**src/rtl/ppr_pkg.sv**
```systemverilog
package ppr_pkg;

  typedef enum logic [1:0] {
    ST_IDLE,
    ST_SRCH,
    ST_RDY
  } st_e;

  // product of a and b reduced modulo 2^k (k below 32)
  function automatic logic [31:0] mod_mul(input logic [31:0] a, input logic [31:0] b,
                                          input int k);
    logic [31:0] p;
    p = a * b;
    return p & ((32'd1 << k) - 32'd1);
  endfunction

  // count of trailing zero bits of v, saturated at cap (v == 0 gives cap)
  function automatic int trail_zeros(input logic [31:0] v, input int cap);
    int r;
    r = cap;
    for (int i = 31; i >= 0; i--) begin
      if (v[i]) r = i;
    end
    if (r > cap) r = cap;
    return r;
  endfunction

endpackage

```
**src/rtl/ppr_divider_info.sv**
```systemverilog
module ppr_divider_info #(
  parameter int K  = 6,
  parameter int MW = 16
) (
  input  logic [MW-1:0] div_m,
  output logic [K-1:0]  res_n,
  output logic          is_even,
  output logic [K:0]    count
);
  import ppr_pkg::*;

  localparam logic [K:0] FULL_SET = (K+1)'(1) << K;

  int tz;

  always_comb begin
    res_n   = div_m[K-1:0];
    is_even = ~div_m[0];
    tz      = trail_zeros(32'(div_m), K);
    count   = FULL_SET >> tz;
  end

endmodule

```
**src/rtl/ppr_inv_search.sv**
```systemverilog
module ppr_inv_search #(
  parameter int K = 6
) (
  input  logic         clk,
  input  logic         rst_n,
  input  logic         clear,
  input  logic         adv,
  input  logic [K-1:0] n_in,
  output logic [K-1:0] cand,
  output logic         hit
);
  import ppr_pkg::*;

  logic [31:0] prod;

  always_comb begin
    prod = mod_mul(32'(cand), 32'(n_in), K);
    hit  = (prod == 32'd1);
  end

  always_ff @(posedge clk) begin
    if (!rst_n)     cand <= '0;
    else if (clear) cand <= '0;
    else if (adv)   cand <= cand + 1'b1;
  end

endmodule

```
**src/rtl/phase_pos_remap.sv**
```systemverilog
module phase_pos_remap #(
  parameter int K  = 6,
  parameter int MW = 16
) (
  input  logic          clk,
  input  logic          rst_n,
  input  logic          start,
  input  logic          conv,
  input  logic [MW-1:0] div_m,
  input  logic [K-1:0]  tgt_pos,
  output logic [K-1:0]  in_pos,
  output logic          done,
  output logic          busy,
  output logic          even_err,
  output logic [K:0]    pos_count
);
  import ppr_pkg::*;

  st_e           st_q;
  logic [MW-1:0] m_q;
  logic [K-1:0]  n_q;
  logic [K-1:0]  tgt_q;
  logic [K-1:0]  inv_q;

  logic [K-1:0]  info_n;
  logic          info_even;
  logic [K:0]    info_count;
  logic [K-1:0]  cand;
  logic          hit;

  // named internal events, also used by the bound checker
  logic ready;
  logic m_same;
  logic conv_rdy;
  logic launch;
  logic search_hit;

  assign ready      = (st_q == ST_RDY);
  assign busy       = (st_q == ST_SRCH);
  assign m_same     = (div_m == m_q);
  assign conv_rdy   = conv & ready & ~start;
  assign launch     = start | (conv_rdy & ~m_same);
  assign search_hit = busy & hit & ~start;

  ppr_divider_info #(.K(K), .MW(MW)) u_info (
    .div_m   (div_m),
    .res_n   (info_n),
    .is_even (info_even),
    .count   (info_count)
  );

  ppr_inv_search #(.K(K)) u_search (
    .clk   (clk),
    .rst_n (rst_n),
    .clear (launch),
    .adv   (busy & ~hit),
    .n_in  (n_q),
    .cand  (cand),
    .hit   (hit)
  );

  always_ff @(posedge clk) begin
    if (!rst_n) begin
      st_q      <= ST_IDLE;
      m_q       <= '0;
      n_q       <= '0;
      tgt_q     <= '0;
      inv_q     <= '0;
      in_pos    <= '0;
      done      <= 1'b0;
      even_err  <= 1'b0;
      pos_count <= '0;
    end else begin
      done <= 1'b0;
      if (launch) begin
        m_q       <= div_m;
        n_q       <= info_n;
        tgt_q     <= tgt_pos;
        pos_count <= info_count;
        if (info_even) begin
          even_err <= 1'b1;
          inv_q    <= '0;
          in_pos   <= '0;
          done     <= 1'b1;
          st_q     <= ST_RDY;
        end else begin
          even_err <= 1'b0;
          st_q     <= ST_SRCH;
        end
      end else if (search_hit) begin
        inv_q  <= cand;
        in_pos <= K'(mod_mul(32'(cand), 32'(tgt_q), K));
        done   <= 1'b1;
        st_q   <= ST_RDY;
      end else if (conv_rdy) begin
        tgt_q  <= tgt_pos;
        in_pos <= even_err ? '0 : K'(mod_mul(32'(inv_q), 32'(tgt_pos), K));
        done   <= 1'b1;
      end
    end
  end

endmodule

```
**config.mk**
```make
export PLATFORM = sky130hd
export DESIGN_NAME = phase_pos_remap
export DESIGN_NICKNAME = d
export VERILOG_FILES = /design/src/rtl/ppr_pkg.sv /design/src/rtl/ppr_divider_info.sv /design/src/rtl/ppr_inv_search.sv /design/src/rtl/phase_pos_remap.sv
export SDC_FILE = /design/constraint.sdc
export NUM_CORES = 1
export LEC_CHECK = 0
export ABC_AREA = 1
export BUFFER_PORTS_ARGS = -buffer_cell sky130_fd_sc_hd__buf_4
export CAP_MARGIN = 20
export CORE_UTILIZATION = 60
export DETAILED_ROUTE_END_ITERATION = 12
export HOLD_SLACK_MARGIN = 0.06
export PLACE_DENSITY = 0.85
export SLEW_MARGIN = 25
export SYNTH_ARGS = -nofsm -noshare
export SYNTH_HDL_FRONTEND = slang
export SYNTH_SLANG_ARGS = --single-unit
```
**constraint.sdc**
```tcl
create_clock -name clk -period 11.1 [get_ports clk]
set_clock_uncertainty 0.1 [all_clocks]
set_input_delay 1.665 -clock clk [delete_from_list [all_inputs] [get_ports clk]]
set_output_delay 1.665 -clock clk [all_outputs]
set_load 0.05 [all_outputs]
```
==> flow_summary.ini, run 1 <==
[power]
internal_power_mw = 0.3075
power_frac_comb_pct = 16.4
seqPwrFrac_pct = 47.6
switchingPower_mw = 0.1190
p_leak_nw = 2.374
power_frac_clock_pct = 36.0
peakVddDrop_uv = 92.75
powerDensity_nw_per_um2 = 99.10
p_sw_share_pct = 27.90

[floorplan]
die_w_um = 82.31
initial_core_util_pct = 63.85
num_rows = 28
die_area_um2 = 6775
core_um2 = 6061
io_pins = 42
die_h_um = 82.31

[critical_path]
critPathKind = input port to flip-flop
path_cells = buf_4 -> nand2_1 -> inv_1 -> fa_1 -> ha_1 -> fa_1 -> inv_1 -> fa_1 -> xor2_1 -> nand3b_1 -> nand2_1 -> nor2_1 -> nand2_1 -> a21oi_1
crit_path_start_kind = input port
r2r_setup_slack_ns = 6.91
crit_buf_inv = 3
crit_family = adder cells
r2r-start = u_search.cand[2]$_SDFFE_PP0P_
reg2regPathDepth = 14
crit_fanout = 5
cp_data_required_time_ns = 11.24
cp_slowest_cell = fa_1
critPathArrivalTime_ns = 4.40
cp_slowest_stage_delay_ns = 0.55
reg2reg_to = in_pos[3]$_SDFFE_PN0P_
worstSetupEndpointType = flip-flop

[cts]
cts_resized = 0
cts_setup_buffers = 0
cts_made_buffers = 5
cts_tree = built
hold_buffers = 0
clk_pin_slew_worst_paths_ns = 0.09
clock_sinks = 51
insertion_delay_ns = 0.31
cts-htree-levels = 2
cts_root_buf = clkbuf_8
cts_max_path_buffers = 2

[logic_synthesis]
synth_seq_area_share_pct = 26.38
syn_nets = 624
synth_area_leaders = dfxtp_1 26%, nand2_1 15%, inv_1 9.3%
ys_seq_elements = 51
yosys.area.top_type = dfxtp_1
synth_area_um2 = 3870
netlist_instances = 561
yosys_warnings = 0
synth.top_cell.area_share_pct = 26.38
ys_types = 36
syn_avg_cell_area_um2 = 6.898

[global_route]
grt_util_met2_pct = 47.52
grt_pass1_vias = 3264
grt_max_degree = 37
grt_usage_pct = 28.09
grt_use_met3_pct = 4.945
antenna_found_initial = 0
use_met1_pct = 36.45
busiest_layer = met2
grt_pass1_wl_um = 14570
overflow = 0

[layout]
antenna_cells = 0
multi_input_area_um2 = 2375
final_area_um2 = 4304
areaGrowthSynthToFinish_pct = 11.22
register_area_um2 = 1021
nets = 656
fill_cells = 526
drive_above_1_share_pct = 13.13

[placed_design]
io_buffers = 41
routabilityCongestion = 0.8596
place_area_um2 = 4172
hpwlAfterDp_um = 6788

[detailed_routing]
routedWlPerCell_um = 13.24
ant_nets = 0
firstDrtPassIters = 4
drt-initial-drc-count = 204
via_per_inst = 5.381
drc_errors = 0
routed_wl_um = 8860
vias = 3600

[sta]
tightest_slew_ns = 0.7821
relSlewSlack_pct = 47.80
fmax_ghz = 0.2348
rsz0062_at_grt = false
drv_slew = 0
finalSetupViolations = 0
tns_ns = 0
hold_viol = 0
period_needed_ns = 4.260
min_period_over_period_pct = 38.37

[outcome]
status = finished, final reports clean

[worst_hold_path]
hold_depth = 2
holdCritStartpoint = pos_count[0]$_SDFFE_PN0P_
hold_path_end = pos_count[0]$_SDFFE_PN0P_
hold_class = flip-flop to flip-flop

[job]
cap_violations = 0
[layout by cell type, fill, tap and decap left out, types with 15 or more instances in the layout]
cell,synthesis,layout
a21oi_1,30,30
buf_4,2,41
dfxtp_1,51,51
fa_1,15,15
ha_1,22,22
inv_1,96,96
nand2_1,150,150
nand3_1,34,34
nor2_1,35,35
o21ai_0,25,25
[Yosys cell counts]
cell and instances:
xor2_2 1, nor4_1 3, a21oi_1 30, xor2_1 14, o21ai_1 4, inv_1 96
fa_1 15, buf_1 3, nor2_1 35, nand4_1 8, ha_1 22, clkbuf_1 5
nand3_2 3, buf_6 4, nor2_2 1, inv_2 2, nand4_4 1, dfxtp_1 51
nand3b_1 3, nand2_1 150, buf_2 2, nand2_2 7, nand2_4 4, nor2_4 2
xnor2_1 13, nand3_1 34, a31oi_1 1, o31ai_1 1, and3_1 1, nor3_1 3
o21ai_0 25, a22oi_1 3, or2_2 8, inv_4 1, or2_1 3, buf_4 2
[state kept, by name, indices dropped and copies added (netlist names)]
register       flops
done               1
even_err           1
in_pos             6
inv_q              6
m_q               16
pos_count          7
st_q               2
tgt_q              6
u_search.cand      6
[worst max-delay path by stage]
stage | start | endpoint | slack (ns) | cells past startpoint
2_1_floorplan | tgt_pos[2] | in_pos[5]$_SDFFE_PN0P_ | 6.84 | 13
3_3_place_gp | tgt_pos[2] | in_pos[5]$_SDFFE_PN0P_ | 6.62 | 14
3_5_place_dp | tgt_pos[2] | in_pos[5]$_SDFFE_PN0P_ | 6.53 | 14
4_1_cts | tgt_pos[2] | in_pos[5]$_SDFFE_PN0P_ | 6.84 | 14
5_1_grt | u_search.cand[2]$_SDFFE_PP0P_ | in_pos[2]$_SDFFE_PN0P_ | 6.64 | 14
6_report | tgt_pos[2] | in_pos[5]$_SDFFE_PN0P_ | 6.84 | 14
[power groups by stage]
stage | clock network (mW) | registers (mW) | logic (mW)
finish | 0.154 | 0.203 | 0.0700
global route | 0.159 | 0.204 | 0.0774
CTS | 0.154 | 0.203 | 0.0697
detailed placement | 0 | 0.207 | 0.0692
global placement | 0 | 0.206 | 0.0673
floorplan | 0 | 0.213 | 0.0395
[metal layers]
metal,wire length [um],vias to the layer above
li1,-,1803
met1,3936,1653
met2,4233,126
met3,547,18
met4,143,0
met5,0,-
[worst min-delay path, stage by stage, from the launching register on]
cell     delay (ns)
dfxtp_1        0.32
nand2_1        0.06
nand2_1        0.04
[per-stage QoR]
stage	instances	utilization, %	total power, mW	hold slack [ns]	setup slack, ns
2_1_floorplan	561	-	0.2528	0.3437	6.844
3_3_place_gp	661	68.83	0.2737	0.3416	6.623
3_5_place_dp	661	68.83	0.2759	0.3412	6.527
4_1_cts	669	71.02	0.4266	0.3616	6.843
5_1_grt	669	71.02	0.4407	0.3708	6.641
6_report	669	71.02	0.4265	0.3561	6.840
[cells by family after synthesis]
group	Yosys count	share of synthesized area, %
compound gates	64	8.568
xor+xnor	28	6.531
fa+ha+maj	37	14.87
buf+inv	115	12.25
flops	51	26.38
simple gates	266	31.39
[layout make-up]
type | count | share of cell area, %
clock inverter | 2 | 1.395
timing repair buffer | 41 | 7.151
multi-input combinational | 395 | 55.17
tap | 75 | 2.180
clock buffer | 6 | 1.686
sequential | 51 | 23.72
inverter | 99 | 8.692
(Power assumes the default switching activity.)
==> run 2: changes to the inputs <==
--- a/config.mk
+++ b/config.mk
@@ -5,10 +5,10 @@
 export SDC_FILE = /design/constraint.sdc
 export NUM_CORES = 1
 export LEC_CHECK = 0
-export ABC_AREA = 1
+export ABC_AREA = 0
 export BUFFER_PORTS_ARGS = -buffer_cell sky130_fd_sc_hd__buf_4
 export CAP_MARGIN = 20
-export CORE_UTILIZATION = 60
+export CORE_UTILIZATION = 59
 export DETAILED_ROUTE_END_ITERATION = 12
 export HOLD_SLACK_MARGIN = 0.06
 export PLACE_DENSITY = 0.85
==> constraint.sdc (replaced) <==
create_clock -name clk -period 4 [get_ports clk]
set_clock_uncertainty 0.1 [all_clocks]
set_input_delay 0.6 -clock clk [delete_from_list [all_inputs] [get_ports clk]]
set_output_delay 0.6 -clock clk [all_outputs]
set_load 0.05 [all_outputs]
==> flow_summary.ini, run 2 <==
[outcome]
status = finished, final reports clean

[critical_path]
cp_slowest_stage_delay_ns = 0.47
worstSetupEndpointType = flip-flop
critPathKind = flip-flop to flip-flop
cp_data_required_time_ns = 4.14
cp_common_cell = ha_1
r2r_setup_slack_ns = 0.12
crit_family = adder cells
crit_path_start_kind = flip-flop
critPathArrivalTime_ns = 4.02
path_cells = and2_4 -> fa_1 -> ha_1 -> ha_1 -> ha_2 -> fa_2 -> xor2_2 -> xnor2_2 -> xnor3_2 -> mux2_4 -> buf_4 -> a21oi_2 -> a22oi_1 -> nor2b_1
reg2reg_to = inv_q[5]$_SDFFE_PN0P_
r2r-start = m_q[0]$_SDFFE_PN0P_
cp_slowest_cell = fa_1
crit_fanout = 5
crit_buf_inv = 1
reg2regPathDepth = 14

[detailed_routing]
vias = 2774
firstDrtPassIters = 4
routed_wl_um = 7675
drt-initial-drc-count = 109
via_per_inst = 5.537
ant_nets = 0
routedWlPerCell_um = 15.32
drc_errors = 0

[placed_design]
routabilityCongestion = 0.8602
place_ws_ns = -0.08185
io_buffers = 41
place_area_um2 = 4001
place_inst = 489
hpwlAfterDp_um = 5648

[logic_synthesis]
netlist_instances = 378
ys_types = 40
yosys_warnings = 0
synthMuxAreaShare_pct = 7.460
syn_nets = 441
synthArstFlopShare_pct = 0
synth_edf_count = 0
synthAdderAreaFrac_pct = 16.19
synth-compound-area-share_pct = 7.002
synthMostInstantiatedCell = dfxtp_1
synth.top_cell.area_share_pct = 28.71
synthTopCellsByCount = 51 x dfxtp_1, 46 x and2_1, 37 x xnor2_1
syn_avg_cell_area_um2 = 9.407
synth_area_um2 = 3556
synth_top_family_by_area = simple AND/OR/NAND/NOR gates
yosys.area.top_type = dfxtp_1
yosys.area_share.simple_pct = 23.65
ys_seq_elements = 51
synth_xor_xnor_area_share_pct = 13.72
synth_seq_area_share_pct = 28.71
synth_area_leaders = dfxtp_1 29%, xnor2_1 9.1%, fa_1 8.4%
synth-main-ff-cell = dfxtp_1

[job]
cap_violations = 0

[worst_hold_path]
holdCritStartpoint = pos_count[1]$_SDFFE_PN0P_
hold_class = flip-flop to flip-flop
hold_path_end = pos_count[1]$_SDFFE_PN0P_
hold_depth = 2

[sta]
relSlewSlack_pct = 59.51
finalSetupViolations = 0
min_period_over_period_pct = 97.10
rsz0062_at_grt = true
fmax_ghz = 0.2575
drv_slew = 0
period_needed_ns = 3.884
hold_viol = 0
tightest_slew_ns = 0.6074
worst_slack_ns = 0.1160

[cts]
cts_made_buffers = 5
cts_tree = built
cts_root_buf = clkbuf_8
cts-htree-levels = 2
insertion_delay_ns = 0.30
clk_pin_slew_worst_paths_ns = 0.09
clock_sinks = 51
hold_buffers = 0
cts_max_path_buffers = 2

[layout]
fill_cells = 397
final_area_um2 = 4188
areaGrowthSynthToFinish_pct = 17.77
top_register = m_q
final_cell_mix = 55 x buf_4, 46 x dfxtp_1, 43 x and2_1
nets = 491
reg_top3 = m_q x16, pos_count x7
fin_cells = 501
layout_commonest_cell = buf_4
antenna_cells = 0
largest_reg_flops = 16
drive_above_1_share_pct = 20.75

[floorplan]
die_h_um = 79.64
die_w_um = 79.64
core_um2 = 5642
initial_core_util_pct = 63.03
die_area_um2 = 6342
io_pins = 42
num_rows = 27

[power]
peakVddDrop_uv = 222.1
p_leak_nw = 1.818
powerDensity_nw_per_um2 = 265.8

[global_route]
overflow = 0
grt_pass1_wl_um = 12850
grt_pass1_vias = 2769
antenna_found_initial = 0
grt_max_degree = 47
grt_usage_pct = 26.06
## run 2: worst max-delay path by stage
stage                                        startpoint                       endpoint  slack, ns  depth (start not counted)
final                               m_q[0]$_SDFFE_PN0P_          inv_q[5]$_SDFFE_PN0P_       0.12                         14
after global routing      u_search.cand[3]$_SDFFE_PP0P_         in_pos[3]$_SDFFE_PN0P_      -0.03                         14
after CTS                           m_q[1]$_SDFFE_PN0P_         in_pos[0]$_SDFFE_PN0P_       0.02                         13
after detailed placement            m_q[1]$_SDFFE_PN0P_         in_pos[0]$_SDFFE_PN0P_      -0.08                         12
after global placement              m_q[1]$_SDFFE_PN0P_  u_search.cand[1]$_SDFFE_PP0P_       0.05                         12
after floorplan           u_search.cand[2]$_SDFFE_PP0P_           st_q[1]$_SDFFE_PN0P_       0.02                         13
## run 2: worst register-to-register path, stage by stage, from the launching register on
cell and delay (ns):
dfxtp_2 0.35, and2_4 0.16, fa_1 0.47, ha_1 0.31
ha_1 0.28, ha_2 0.18, fa_2 0.40, xor2_2 0.18
xnor2_2 0.13, xnor3_2 0.33, mux2_4 0.35, buf_4 0.14
a21oi_2 0.21, a22oi_1 0.11, nor2b_1 0.12
## run 2: logic make-up (layout without fill, tap and decap cells)
group | count (synthesis) | count (layout)
flops | 51 | 51
compound gates | 37 | 37
xor+xnor | 49 | 49
fa+ha+maj | 37 | 37
mux | 26 | 26
simple gates | 150 | 150
buf+inv | 28 | 79
## run 2: final cells by class
type                            count  area [um^2]  area share, %
Clock buffer                        6        82.58          1.972
Clock inverter                      2        35.03         0.8366
Multi-Input combinational cell    299         2461          58.77
Inverter                           13        48.80          1.165
Sequential cell                    51         1030          24.59
Tap cell                           72        90.09          2.151
Timing Repair Buffer               58        440.4          10.52
## run 2: stage by stage
step | hold WS (ns) | util [%] | TNS [ns] | total power, mW
6_report | 0.3872 | 74.23 | 0 | 1.113
5_1_grt | 0.4084 | 74.23 | -0.1173 | 1.150
4_1_cts | 0.3909 | 73.56 | 0 | 1.114
3_5_place_dp | 0.3749 | 70.92 | -0.3267 | 0.7422
3_3_place_gp | 0.3659 | 70.92 | 0 | 0.7376
2_1_floorplan | 0.3860 | - | 0 | 0.6732
## run 2: per-layer routing
metal | GRT usage (%) | wire length [um] | vias to the layer above
li1 | - | - | 1344
met2 | 42.05 | 3581 | 65
met1 | 36.29 | 3713 | 1357
met5 | 0 | 0 | -
met3 | 4.686 | 300 | 8
met4 | 5.455 | 80 | 0
## run 2: power breakdown
group          internal [mW]  switching [mW]
combinational         0.0823           0.104
sequential             0.532          0.0190
clock                  0.203           0.173
total                  0.817           0.296
## run 2: timing repair
action,in CTS,in global routing
setup buffers,3,0
pin swaps,5,8
gates cloned,0,1
endpoints found under the hold margin,0,0
resized for setup,4,15
endpoints found under the setup margin,16,15
